[config.mk]
export PLATFORM = sky130hd
export DESIGN_NAME = cfg_write_guard
export DESIGN_NICKNAME = d
export VERILOG_FILES = /design/src/rtl/cfg_write_guard.sv
export SDC_FILE = /design/constraint.sdc
export NUM_CORES = 1
export LEC_CHECK = 0
export ABC_AREA = 1
export BUFFER_PORTS_ARGS = -buffer_cell sky130_fd_sc_hd__buf_2
export CORE_MARGIN = 1.5
export CORE_UTILIZATION = 40
export DETAILED_ROUTE_END_ITERATION = 6
export PLACE_DENSITY = 0.71
export SYNTH_ARGS = -nofsm -noshare
export SYNTH_HDL_FRONTEND = slang
export SYNTH_SLANG_ARGS = --single-unit
[constraint.sdc]
create_clock -name clk -period 2.2 [get_ports clk]
set_input_delay 0.33 -clock clk [delete_from_list [all_inputs] [get_ports clk]]
set_output_delay 0.33 -clock clk [all_outputs]
set_load 0.02 [all_outputs]
[src/rtl/cfg_write_guard.sv]
module cfg_write_guard #(
  parameter int DATA_W    = 32,
  parameter int ADDR_W    = 4,
  parameter logic [DATA_W-1:0] KEY = 'hAA,
  parameter int PULSE_LEN = 16,
  parameter int RST_BIT   = 0,
  parameter logic [ADDR_W-1:0] A_LOCK = 0,
  parameter logic [ADDR_W-1:0] A_CFG  = 1,
  parameter logic [ADDR_W-1:0] A_DIV  = 2,
  parameter logic [ADDR_W-1:0] A_STAT = 3
) (
  input  logic              clk,
  input  logic              rst_n,
  input  logic [ADDR_W-1:0] bus_addr,
  input  logic [DATA_W-1:0] bus_wdata,
  input  logic              bus_we,
  output logic [DATA_W-1:0] bus_rdata,
  output logic              sys_rst_req
);
  localparam int CNT_W = $clog2(PULSE_LEN + 1);
  localparam logic [CNT_W-1:0] CNT_LOAD = CNT_W'(PULSE_LEN);

  logic              unlocked, viol_q;
  logic [DATA_W-1:0] cfg_q, div_q;
  logic [CNT_W-1:0]  cnt_q;

  wire hit_lock = bus_we && (bus_addr == A_LOCK);
  wire hit_cfg  = bus_we && (bus_addr == A_CFG);
  wire hit_div  = bus_we && (bus_addr == A_DIV);
  wire hit_prot = hit_cfg || hit_div;
  wire commit   = hit_prot && unlocked;
  wire rst_fall = commit && hit_cfg && cfg_q[RST_BIT] && !bus_wdata[RST_BIT];

  always_ff @(posedge clk or negedge rst_n) begin
    if (!rst_n) begin
      unlocked <= 1'b0;
      viol_q   <= 1'b0;
      cfg_q    <= '0;
      div_q    <= '0;
      cnt_q    <= '0;
    end else begin
      if (hit_lock)
        unlocked <= (bus_wdata == KEY);
      else if (hit_prot)
        unlocked <= 1'b0;
      if (hit_prot && !unlocked)
        viol_q <= 1'b1;
      if (commit && hit_cfg) cfg_q <= bus_wdata;
      if (commit && hit_div) div_q <= bus_wdata;
      if (rst_fall)
        cnt_q <= CNT_LOAD;
      else if (cnt_q != '0)
        cnt_q <= cnt_q - 1'b1;
    end
  end

  assign sys_rst_req = (cnt_q != '0);

  always_comb begin
    bus_rdata = '0;
    case (bus_addr)
      A_LOCK:  bus_rdata[0] = unlocked;
      A_CFG:   bus_rdata    = cfg_q;
      A_DIV:   bus_rdata    = div_q;
      A_STAT:  bus_rdata[0] = viol_q;
      default: bus_rdata    = '0;
    endcase
  end
endmodule

---- Yosys cells after proc, flatten, opt, wreduce, memory -nomap -nowiden ----
Index checks and enable logic that the tools add are counted.
storage, ports and cells
  register bits after elaboration ......... 71
  word-level logic and storage cells ...... 32
  output and inout bits ................... 33
operators by class
  muxes and demuxes ....................... 6
  equal/unequal tests ..................... 4
  $add $sub $neg .......................... 1
  reduce and logical (&&, ||, !) cells .... 16
operators by type and width
  kind                   count
  $pmux W31 S2           1
  $eq A32 B8 Y1 const B  1
  $mux W5                2
  $logic_and A1 B1 Y1    9
  $eq A4 B2 Y1 const B   2
  $reduce_bool A5 Y1     1
  $sub A5 B1 Y5 const B  1
  $eq A4 B1 Y1 const B   1
  $logic_not A4 Y1       1
  $pmux W1 S4            1
  $reduce_bool A2 Y1     2
  $logic_not A1 Y1       2
  $mux W1                2
  $logic_or A1 B1 Y1     1

---- Depth between registers and ports, before layout ----
  word-level depth ........................ 8
  mapped depth ............................ 7
  gate-level depth less buffers ........... 7

---- Least setup slack after synthesis ----
Ideal clock, no wire load.
  path type ............................... input port to output port
  start point ............................. input bus_addr[3]
  end point ............................... output bus_rdata[10]
  path buffers ............................ 1
  arrival ................................. 1.303 ns
  data required time ...................... 1.870 ns
  setup slack ............................. 0.567 ns
  stages .................................. 4
  cells stage by stage .................... nor2_4 -> nand3_4 -> clkbuf_1 -> o21ai_0
between the ends
  word-level cells in the longest chain between the ends .. 2
  elaborated cells on any way between the ends .. 3
ends and longest elaborated chain
  item                                                 line  source
  from (decl)                                          14    input logic [ADDR_W-1:0] bus_addr,
  $eq A4 B2 Y1 / $eq A4 B1 Y1 (equally long branches)  61    case (bus_addr)
  $pmux W31 S2 *                                       61
  to (decl)                                            17    output logic [DATA_W-1:0] bus_rdata,
Mark *: on every way between the ends. The rest lies on a longest branch, timed or not.

---- Worst setup path after layout ----
  start point ............................. input bus_addr[3]
  end point ............................... output bus_rdata[31]
Same word-level chain as after synthesis.

==> metrics.csv <==
metric,value,unit
row_count,33,
syn_area_per_cell,7.93,um^2
multiInputGateArea,0.00120,mm^2
htree_levels,3,
synth-seq-cells,71,
swShare,0.228,
yosysWarnings,0,
tns,0,ns
antenna_cells,0,
drv_cap,0,
synthCells,425,
power_frac_clock,0.441,
relSlewSlack,0.596,
die_x,94.8,um
setup_viol,0,
insertion_delay,0.34,ns
grt_pass1_wl,12900,um
layout_common_cells,"nand2_1, inv_1, dfrtp_1",
cts.sinks,71,
fillers,825,
antenna_found_initial,0,
via_count,2864,
holdWs,-0.00548,ns
power_density,657,mW/mm^2
worstSetupPathType,primary input to primary output,
wl_per_cell,12.7,um
ir_drop,0.406,mV
coreArea,0.00818,mm^2
p_comb_frac,0.068,
cp_slowest_stage_delay,0.26,ns
syn-num-nets,465,
drt_pre_antenna_iters,4,
synth_top_area_share,0.527,
hpwlAfterDp,5400,um
fmax,535,MHz
r2r_cells,6,
clk_pin_slew,0.07,ns
fin_cells,607,
r2r_setup_slack,0.84,ns
io_pins,72,
yosysTopAreaCell,dfrtp_1,
gr-total-overflow,0,
antenna_left,0,
seqCellArea,0.00178,mm^2
path_cells,"buf_2, nor2_4, nand3_4, buf_4, o21ai_0, buf_2",
worst_hold_path_type,primary input to async pin,
grt_pass1_vias,2800,
setup_ws,0.329,ns
critPathRequiredTime,1.87,ns
hold_viol_final,3,
cts_setup_buffers,0,
r2r_start,cnt_q[0]$_DFFE_PN0P_,
placed_cells,591,
p_leak,0.00215,uW
status,"complete, but fails checks",
start_kind,primary input,
cts_buffers,9,
maxSlewViolCount,0,
start_util,0.412,
initialDrtViolationCount,129,
endpoint_kind,primary output,
rsz0062_at_grt,no,
die_h,94.8,um
crit_path_frequent_cell,buf_2,
layout-drive-gt1-share,0.203,
timing.final.crit_period,1.87,ns
vias_per_cell,4.72,
worstPathArrival,1.54,ns
fin_crit_sh,0.850,
switching_power,612,uW
io_buffers,71,
final_common_cell,nand2_1,
power.internal,2070,uW
drc,0,
gp_congestion,0.800,
post-place-ws,0.301,ns
tritoncts,built,
crit_fanout,17,
clk_root_buffer_cell,clkbuf_8,
violations,hold timing,
synth_cell_type_count,25,
cts_buffer_depth,2,
netlist_area,0.00337,mm^2
fin_nets,537,
hold_buffers,0,
r2r-end,cnt_q[1]$_DFFE_PN0P_,
skew,0.00822,ns
die-area,0.00899,mm^2
synthToLayoutAreaGrowth,21.2,%
tightest_slew,0.605,ns
drt-total-wl,7690,um
cts_resized,0,
synth.area.top_cells,"dfrtp_1, nand2_1, o21ai_0",
seqPwrFrac,0.490,
grt_usage,0.187,
ys_seq_area_frac,0.527,
worst_path_max_delay_cell,buf_4,
grt_max_degree,46,
==> state kept, by name (all words and copies together), names as in the netlist <==
name,cells
cfg_q,32
cnt_q,5
div_q,32
viol_q,1
unlocked,1
==> power by group through the flow <==
stage	Combinational [uW]	Clock, uW	Sequential [uW]
after floorplan	71.8	0	1340
after global placement	183	0	1340
after detailed placement	186	0	1340
after CTS	187	1230	1320
after global routing	208	1280	1320
final	183	1180	1320
==> area by class of cell <==
| class | instances | area share |
|---|---|---|
| clock inverters | 5 | 0.0196 |
| repair buffers | 80 | 0.113 |
| well taps | 105 | 0.0322 |
| clock buffers | 11 | 0.0371 |
| inverters | 76 | 0.0698 |
| multi-input cells | 259 | 0.293 |
| flip-flops and latches | 71 | 0.435 |
==> metal layers <==
metal | up-vias | share of wire | global-route usage
met3 | 11 | 0.048 | 0.0459
met2 | 74 | 0.47 | 0.305
met1 | 1315 | 0.47 | 0.245
met5 | - | 0 | 0
li1 | 1464 | - | -
met4 | 0 | 0.012 | 0.0609
==> synthesized netlist by cell type <==
master,instances
inv_1,75
o21bai_1,1
nor2_4,1
a21oi_1,2
nand3b_1,1
nor4_1,1
buf_2,11
nand4_1,5
o21ai_1,32
o211ai_1,1
clkbuf_2,1
o21ai_0,65
buf_4,1
nand2_1,112
buf_6,3
nor2_1,26
nand3_2,1
ha_1,1
clkbuf_1,3
nand3_1,6
nor3_4,1
xor2_1,1
dfrtp_1,71
nand3_4,2
inv_2,1
==> stage by stage <==
| step | area (um^2) | power, uW | util |
|---|---|---|---|
| final | 4090 | 2680 | 0.500 |
| after global routing | 4090 | 2800 | 0.500 |
| after CTS | 4090 | 2730 | 0.500 |
| after detailed placement | 3850 | 1530 | 0.471 |
| after global placement | 3850 | 1520 | 0.471 |
| after floorplan | 3370 | 1410 | - |
==> worst max path at each step <==
| stage | start | end |
|---|---|---|
| 6_report | bus_addr[3] | bus_rdata[31] |
| 5_1_grt | bus_addr[3] | bus_rdata[2] |
| 4_1_cts | bus_addr[3] | bus_rdata[31] |
| 3_5_place_dp | bus_addr[3] | bus_rdata[31] |
| 3_3_place_gp | bus_addr[3] | bus_rdata[31] |
| 2_1_floorplan | bus_addr[3] | bus_rdata[10] |
==> critical path: cells and delay by family <==
kind            cells  cell delay, ns
buf+inv             3            0.57
simple gates        2            0.45
compound gates      1            0.18
==> cells by family (layout without fill, tap and decap cells) <==
kind of cell / after synthesis / in the layout / share of synthesized area
DFF: 71 / 71 / 0.527
xor gates and xnor gates: 1 / 1 / 0.00260
AOI/OAI and AO/OA: 101 / 101 / 0.151
buffers and inverters: 95 / 172 / 0.118
adders and majority gates: 1 / 1 / 0.00371
and+or+nand+nor: 156 / 156 / 0.197
Note: power is estimated with default switching activity, not from simulation.
